[src/rtl/i2cmon_pkg.sv]
package i2cmon_pkg;

    typedef enum logic [1:0] {
        ST_FIND_START,
        ST_FIND_ADDR,
        ST_FIND_DATA,
        ST_FIND_ACK
    } mon_state_t;

    typedef enum logic [1:0] {
        DIR_NONE,
        DIR_WRITE,
        DIR_READ
    } xfer_dir_t;

    localparam int BYTE_W   = 8;
    localparam int ADDR10_W = 10;
    localparam int CODE_W   = 4;

    localparam logic [CODE_W-1:0] EV_START   = 4'd0;
    localparam logic [CODE_W-1:0] EV_RSTART  = 4'd1;
    localparam logic [CODE_W-1:0] EV_STOP    = 4'd2;
    localparam logic [CODE_W-1:0] EV_ACK     = 4'd3;
    localparam logic [CODE_W-1:0] EV_NACK    = 4'd4;
    localparam logic [CODE_W-1:0] EV_ADDR_RD = 4'd5;
    localparam logic [CODE_W-1:0] EV_ADDR_WR = 4'd6;
    localparam logic [CODE_W-1:0] EV_DATA_RD = 4'd7;
    localparam logic [CODE_W-1:0] EV_DATA_WR = 4'd8;

    // First-byte marker of a two-byte slave address (upper five bits).
    localparam logic [4:0] TEN_BIT_MARK = 5'b11110;

endpackage

[src/rtl/i2cmon_linesync.sv]
module i2cmon_linesync #(
    parameter int SYNC_STAGES = 2
) (
    input  logic clk,
    input  logic rst,
    input  logic line_in,
    output logic level,
    output logic level_prev,
    output logic rise
);
    localparam int TOP = SYNC_STAGES - 1;

    logic [TOP:0] chain;
    logic         prev_q;

    generate
        if (SYNC_STAGES == 1) begin : g_single
            always_ff @(posedge clk) begin
                if (rst) chain <= 1'b1;
                else     chain <= line_in;
            end
        end else begin : g_multi
            always_ff @(posedge clk) begin
                if (rst) chain <= '1;
                else     chain <= {chain[TOP-1:0], line_in};
            end
        end
    endgenerate

    always_ff @(posedge clk) begin
        if (rst) prev_q <= 1'b1;
        else     prev_q <= chain[TOP];
    end

    assign level      = chain[TOP];
    assign level_prev = prev_q;
    assign rise       = chain[TOP] & ~prev_q;

    // a rising edge lasts exactly one system clock.
    a_r2_rise_single: assert property (@(posedge clk) disable iff (rst)
        rise |=> !rise);

endmodule

[src/rtl/i2cmon_cond_detect.sv]
module i2cmon_cond_detect (
    input  logic scl_lvl,
    input  logic scl_prev,
    input  logic sda_lvl,
    input  logic sda_prev,
    output logic bit_edge,
    output logic start_cond,
    output logic stop_cond,
    output logic sda_bit
);
    logic scl_held_high;

    // SCL must be high in both samples: an SDA change that lands
    // together with an SCL rise is a data bit, not a condition.
    assign scl_held_high = scl_lvl & scl_prev;
    assign bit_edge      = scl_lvl & ~scl_prev;
    assign start_cond    = scl_held_high & sda_prev & ~sda_lvl;
    assign stop_cond     = scl_held_high & ~sda_prev & sda_lvl;
    assign sda_bit       = sda_lvl;

endmodule

[src/rtl/i2cmon_fsm.sv]
module i2cmon_fsm
    import i2cmon_pkg::*;
(
    input  logic                clk,
    input  logic                rst,
    input  logic                shift_addr,
    input  logic                bit_edge,
    input  logic                start_cond,
    input  logic                stop_cond,
    input  logic                sda_bit,
    output logic                evt_valid,
    output logic [CODE_W-1:0]   evt_code,
    output logic [BYTE_W-1:0]   evt_value,
    output logic [ADDR10_W-1:0] addr10,
    output logic                addr10_valid
);
    localparam int BCNT_W = $clog2(BYTE_W);
    localparam logic [BCNT_W-1:0] LAST_BIT = BCNT_W'(BYTE_W - 1);
    localparam int HI_W = ADDR10_W - BYTE_W;

    mon_state_t          state, state_nx;
    xfer_dir_t           dir, dir_nx, dir_eff;
    logic [BYTE_W-1:0]   shreg, shreg_nx, byte_full;
    logic [BCNT_W-1:0]   bitcnt, bitcnt_nx;
    logic                rep, rep_nx;
    logic [1:0]          rem, rem_nx, rem_left;
    logic                ten, ten_nx;
    logic [HI_W-1:0]     hi, hi_nx;
    logic [ADDR10_W-1:0] a10_q, a10_nx;
    logic                prefix_hit;

    logic                ev_fire, a10v_nx;
    logic [CODE_W-1:0]   ev_code_nx;
    logic [BYTE_W-1:0]   ev_val_nx;

    assign byte_full  = {shreg[BYTE_W-2:0], sda_bit};
    assign prefix_hit = (byte_full[BYTE_W-1:BYTE_W-5] == TEN_BIT_MARK);
    assign rem_left   = (rem == 2'd0) ? 2'd0 : rem - 2'd1;

    always_comb begin
        state_nx   = state;
        dir_nx     = dir;
        shreg_nx   = shreg;
        bitcnt_nx  = bitcnt;
        rep_nx     = rep;
        rem_nx     = rem;
        ten_nx     = ten;
        hi_nx      = hi;
        a10_nx     = a10_q;
        ev_fire    = 1'b0;
        ev_code_nx = EV_START;
        ev_val_nx  = '0;
        a10v_nx    = 1'b0;
        dir_eff    = dir;

        unique case (state)
            ST_FIND_START: begin
                if (start_cond) begin
                    ev_fire    = 1'b1;
                    ev_code_nx = rep ? EV_RSTART : EV_START;
                    rep_nx     = 1'b1;
                    dir_nx     = DIR_NONE;
                    rem_nx     = 2'd0;
                    ten_nx     = 1'b0;
                    bitcnt_nx  = '0;
                    state_nx   = ST_FIND_ADDR;
                end
            end

            ST_FIND_ADDR: begin
                if (bit_edge) begin
                    shreg_nx = byte_full;
                    if (bitcnt == LAST_BIT) begin
                        bitcnt_nx = '0;
                        state_nx  = ST_FIND_ACK;
                        if (dir == DIR_NONE)
                            dir_eff = byte_full[0] ? DIR_READ : DIR_WRITE;
                        dir_nx     = dir_eff;
                        ev_fire    = 1'b1;
                        ev_code_nx = (dir_eff == DIR_READ) ? EV_ADDR_RD : EV_ADDR_WR;
                        if (rem == 2'd0) begin
                            if (prefix_hit) begin
                                rem_nx    = 2'd2;
                                ten_nx    = 1'b1;
                                hi_nx     = byte_full[HI_W:1];
                                ev_val_nx = byte_full;
                            end else begin
                                rem_nx    = 2'd1;
                                ten_nx    = 1'b0;
                                ev_val_nx = shift_addr ? (byte_full >> 1) : byte_full;
                            end
                        end else begin
                            a10_nx    = {hi, byte_full};
                            ev_val_nx = byte_full;
                        end
                    end else begin
                        bitcnt_nx = bitcnt + 1'b1;
                    end
                end
            end

            ST_FIND_ACK: begin
                if (bit_edge) begin
                    ev_fire    = 1'b1;
                    ev_code_nx = sda_bit ? EV_NACK : EV_ACK;
                    rem_nx     = rem_left;
                    a10v_nx    = ten && (rem == 2'd1);
                    state_nx   = (rem_left != 2'd0) ? ST_FIND_ADDR : ST_FIND_DATA;
                end
            end

            ST_FIND_DATA: begin
                if (bit_edge) begin
                    shreg_nx = byte_full;
                    if (bitcnt == LAST_BIT) begin
                        bitcnt_nx  = '0;
                        state_nx   = ST_FIND_ACK;
                        ev_fire    = 1'b1;
                        ev_code_nx = (dir == DIR_READ) ? EV_DATA_RD : EV_DATA_WR;
                        ev_val_nx  = byte_full;
                    end else begin
                        bitcnt_nx = bitcnt + 1'b1;
                    end
                end else if (start_cond) begin
                    ev_fire    = 1'b1;
                    ev_code_nx = rep ? EV_RSTART : EV_START;
                    rep_nx     = 1'b1;
                    dir_nx     = DIR_NONE;
                    rem_nx     = 2'd0;
                    ten_nx     = 1'b0;
                    bitcnt_nx  = '0;
                    state_nx   = ST_FIND_ADDR;
                end else if (stop_cond) begin
                    ev_fire    = 1'b1;
                    ev_code_nx = EV_STOP;
                    rep_nx     = 1'b0;
                    dir_nx     = DIR_NONE;
                    rem_nx     = 2'd0;
                    ten_nx     = 1'b0;
                    bitcnt_nx  = '0;
                    state_nx   = ST_FIND_START;
                end
            end

            default: state_nx = ST_FIND_START;
        endcase
    end

    // State register and transfer context.
    always_ff @(posedge clk) begin
        if (rst) begin
            state  <= ST_FIND_START;
            dir    <= DIR_NONE;
            shreg  <= '0;
            bitcnt <= '0;
            rep    <= 1'b0;
            rem    <= 2'd0;
            ten    <= 1'b0;
            hi     <= '0;
            a10_q  <= '0;
        end else begin
            state  <= state_nx;
            dir    <= dir_nx;
            shreg  <= shreg_nx;
            bitcnt <= bitcnt_nx;
            rep    <= rep_nx;
            rem    <= rem_nx;
            ten    <= ten_nx;
            hi     <= hi_nx;
            a10_q  <= a10_nx;
        end
    end

    // Registered event outputs.
    always_ff @(posedge clk) begin
        if (rst) begin
            evt_valid    <= 1'b0;
            evt_code     <= EV_START;
            evt_value    <= '0;
            addr10_valid <= 1'b0;
        end else begin
            evt_valid    <= ev_fire;
            evt_code     <= ev_code_nx;
            evt_value    <= ev_val_nx;
            addr10_valid <= a10v_nx;
        end
    end

    assign addr10 = a10_q;

    a_r3_start_opens: assert property (@(posedge clk) disable iff (rst)
        (evt_valid && (evt_code == EV_START || evt_code == EV_RSTART))
            |-> (state == ST_FIND_ADDR && rep && bitcnt == '0));

    a_r3_stop_closes: assert property (@(posedge clk) disable iff (rst)
        (evt_valid && evt_code == EV_STOP) |-> (state == ST_FIND_START && !rep));

    a_r4_ack_next_state: assert property (@(posedge clk) disable iff (rst)
        (evt_valid && (evt_code == EV_ACK || evt_code == EV_NACK))
            |-> (state == ST_FIND_ADDR || state == ST_FIND_DATA));

    a_r5_byte_awaits_ack: assert property (@(posedge clk) disable iff (rst)
        (evt_valid && evt_code >= EV_ADDR_RD) |-> (state == ST_FIND_ACK));

    a_r5_code_range: assert property (@(posedge clk) disable iff (rst)
        evt_valid |-> (evt_code <= EV_DATA_WR));

    a_r8_addr_with_ack: assert property (@(posedge clk) disable iff (rst)
        addr10_valid |-> (evt_valid && (evt_code == EV_ACK || evt_code == EV_NACK)
                          && state == ST_FIND_DATA));

    a_r10_data_after_addr: assert property (@(posedge clk) disable iff (rst)
        (evt_valid && evt_code >= EV_DATA_RD) |-> $past(state) == ST_FIND_DATA);

endmodule

[src/rtl/i2c_bus_observer.sv]
module i2c_bus_observer
    import i2cmon_pkg::*;
#(
    parameter int SYNC_STAGES = 2
) (
    input  logic                clk,
    input  logic                rst,
    input  logic                scl_in,
    input  logic                sda_in,
    input  logic                shift_addr,
    output logic                evt_valid,
    output logic [CODE_W-1:0]   evt_code,
    output logic [BYTE_W-1:0]   evt_value,
    output logic [ADDR10_W-1:0] addr10,
    output logic                addr10_valid
);
    logic scl_lvl, scl_prev, scl_rise;
    logic sda_lvl, sda_prev, sda_rise;
    logic bit_edge, start_cond, stop_cond, sda_bit;

    i2cmon_linesync #(.SYNC_STAGES(SYNC_STAGES)) u_scl_sync (
        .clk(clk), .rst(rst), .line_in(scl_in),
        .level(scl_lvl), .level_prev(scl_prev), .rise(scl_rise)
    );

    i2cmon_linesync #(.SYNC_STAGES(SYNC_STAGES)) u_sda_sync (
        .clk(clk), .rst(rst), .line_in(sda_in),
        .level(sda_lvl), .level_prev(sda_prev), .rise(sda_rise)
    );

    i2cmon_cond_detect u_cond (
        .scl_lvl(scl_lvl), .scl_prev(scl_prev),
        .sda_lvl(sda_lvl), .sda_prev(sda_prev),
        .bit_edge(bit_edge), .start_cond(start_cond),
        .stop_cond(stop_cond), .sda_bit(sda_bit)
    );

    i2cmon_fsm u_fsm (
        .clk(clk), .rst(rst), .shift_addr(shift_addr),
        .bit_edge(bit_edge), .start_cond(start_cond),
        .stop_cond(stop_cond), .sda_bit(sda_bit),
        .evt_valid(evt_valid), .evt_code(evt_code), .evt_value(evt_value),
        .addr10(addr10), .addr10_valid(addr10_valid)
    );

    // the condition decoder and the synchroniser agree on SCL edges.
    a_r2_edge_agrees: assert property (@(posedge clk) disable iff (rst)
        scl_rise == bit_edge);

    // a STOP on SDA is always seen as an SDA rising edge.
    a_r2_stop_needs_rise: assert property (@(posedge clk) disable iff (rst)
        stop_cond |-> sda_rise);

endmodule

[config.mk]
export PLATFORM = sky130hd
export DESIGN_NAME = i2c_bus_observer
export DESIGN_NICKNAME = d
export VERILOG_FILES = /design/src/rtl/i2cmon_pkg.sv /design/src/rtl/i2cmon_linesync.sv /design/src/rtl/i2cmon_cond_detect.sv /design/src/rtl/i2cmon_fsm.sv /design/src/rtl/i2c_bus_observer.sv
export SDC_FILE = /design/constraint.sdc
export NUM_CORES = 1
export LEC_CHECK = 0
export BUFFER_PORTS_ARGS = -buffer_cell sky130_fd_sc_hd__buf_2
export CELL_PAD_IN_SITES_DETAIL_PLACEMENT = 1
export CELL_PAD_IN_SITES_GLOBAL_PLACEMENT = 1
export CORE_ASPECT_RATIO = 0.9
export CORE_MARGIN = 1
export CORE_UTILIZATION = 40
export CTS_CLUSTER_SIZE = 20
export DETAILED_ROUTE_END_ITERATION = 10
export PLACE_DENSITY = 0.81
export SLEW_MARGIN = 10
export SYNTH_ARGS = -nofsm -noshare
export SYNTH_HDL_FRONTEND = slang
export SYNTH_HIERARCHICAL = 1
export SYNTH_SLANG_ARGS = --single-unit
[constraint.sdc]
create_clock -name clk -period 2.13 [get_ports clk]
set_input_delay 0.3195 -clock clk [delete_from_list [all_inputs] [get_ports clk]]
set_output_delay 0.3195 -clock clk [all_outputs]
set_load 0.1 [all_outputs]
==> run metrics <==
status=finished clean; fin util=0.484; Port Buffers=28; clock period minus final worst setup slack=1.94 ns; Worst VDD drop=0.000325 V; arrival time worst endpoint=2.19 ns; Sw Share=0.291; total number of H-tree levels=2; Vias=2022; die width=81.9 um; post-synthesis cell area=about 0.0023 mm2; fin nets=301; vias in the first global route=between 1500 and 2000; Antenna Violating Nets Remaining=0; GPL Wtd Cong=approximately 0.8; Gates resized, CTS repair=0; Max Root-Sink Buffers=2; total wire length=5.89 mm; global-route wire length before repair=approximately 9.6 mm; hpwl dp=4.27 mm; root buffer cell=clkbuf_8; pin count of the biggest net entering global routing=25; final hold violations=0; max-cap violation count=0; postcts setup bufs=0; r2r setup slk=0.19 ns; initial antenna violation count=0; Power Density=703 mW/mm2; Gate power share=0.159; CTS Buf Count=5; Fmax=~520 MHz; Pleak=0.969 nW; net switching power=approximately 0.53 mW; grt ovf=0; # setup viols final=0; drt initial violations=148; cts-stage hold buffer count=0; final setup TNS=0 ns; most common cell after layout, fill and taps aside=dfxtp_1; Via density=5.65; most frequent cells in the layout=dfxtp_1, nand2_1, a21oi_1, buf_2; metal1 wirelength=2.87 mm; Avg WL per Cell=16.5 um; top layer in use=met4; DIE AREA=0.00605 mm2; Die Y=73.9 um; crit share post-route=0.911; final-report max-slew violation count=0; clock share of power=0.311; top-level I/O count=29; ANT cells=0; Area Overhead vs Synth=13.2%; met3 wire len=approximately 180 um; Layout fillers=682; Mapped Cells=262; detailed-route DRC error count=0; Mapped Nets=273; DR WL met2=2.78 mm; Core ar.=0.00538 mm2; share of layout cells above drive strength 1=0.203; critical path capture point type=flip-flop; Synth Area per Inst=about 8.8 um2; RSZ-0062 raised after global routing=false; clock-pin slew on the worst setup and hold paths=0.10 ns; CTS tree=built; worst skew pair latency=0.30 ns; worst min-delay path class=in2reg; Slew HR=0.656; initial core utilization=0.427; 1st-pass router iterations=4; Sink Count=50; CP max FO=9; Setup CP Type=reg2reg; internal cell power=1.30 mW; Worst EP required=~2.4 ns; Synth warnings=6; Worst Skew=0.00496 ns; Flop pwr share=0.530; critical path startpoint category=flip-flop; Worst-Margin Slew=between 0.5 and 0.6 ns; Row Count=25; global-route usage over all layers=0.209
[metal layers]
layer,track usage,up-vias
met5,0,-
met4,0.0585,0
met3,0.0335,7
li1,-,991
met1,0.277,992
met2,0.351,32
[area by class of cell]
class | count | area (um2) | share of cell area
multi-input cells | 187 | 1180 | 0.455
flip-flops and latches | 50 | 1000 | 0.385
repair buffers | 37 | 208 | 0.0798
well taps | 67 | 83.8 | 0.0322
clock buffers | 5 | 68.8 | 0.0264
inverters | 9 | 33.8 | 0.0130
clock inverters | 3 | 23.8 | 0.00913
[state kept, by name, summed over array words and instances (netlist names)]
| signal | cells |
|---|---|
| u_sda_sync/chain | 2 |
| u_fsm/evt_code | 4 |
| u_fsm/addr10 | 10 |
| u_scl_sync/chain | 2 |
| u_fsm/state | 2 |
| u_fsm/ten | 1 |
| u_fsm/rem | 2 |
| u_fsm/bitcnt | 3 |
| u_fsm/dir | 2 |
| u_scl_sync/level_prev | 1 |
| u_fsm/shreg | 7 |
| u_sda_sync/level_prev | 1 |
| u_fsm/addr10_valid | 1 |
| u_fsm/evt_valid | 1 |
| u_fsm/hi | 2 |
| u_fsm/evt_value | 8 |
| u_fsm/rep | 1 |
[power groups by stage]
stage               registers, mW  logic [mW]  clock network [mW]
floorplan                    1.01       0.197                   0
global placement            0.990       0.283                   0
detailed placement          0.992       0.287                   0
CTS                         0.970       0.289               0.591
global route                0.973       0.315               0.626
finish                      0.969       0.291               0.568
[critical path: stages, from the launching register on]
cell      delay, ns
dfxtp_1        0.37
ha_1           0.16
ha_1           0.37
and3_1         0.32
nor2_1         0.09
a311oi_2       0.39
a32o_1         0.19
[through the flow]
step                      std cells  cell area [um2]  total power [mW]  hold slack [ns]  setup WS [ns]
after floorplan                 262             2300              1.20            0.385          0.455
after global placement          350             2510              1.27            0.387          0.290
after detailed placement        350             2510              1.28            0.400          0.220
after CTS                       358             2600              1.85            0.184          0.198
after global routing            358             2600              1.91            0.204         0.0581
final                           358             2600              1.83            0.188          0.189
[worst paths after layout]
check	to	depth (start not counted)	startpoint
max reg2reg	u_fsm/evt_value[1]$_SDFF_PP0_	6	u_fsm/bitcnt[0]$_SDFFE_PP0P_
min reg2reg	u_sda_sync/chain[1]$_SDFF_PP1_	1	u_sda_sync/chain[0]$_SDFF_PP1_
max	u_fsm/evt_value[1]$_SDFF_PP0_	6	u_fsm/bitcnt[0]$_SDFFE_PP0P_
min	u_sda_sync/chain[0]$_SDFF_PP1_	2	sda_in
Note: power is estimated with default switching activity, not from simulation.
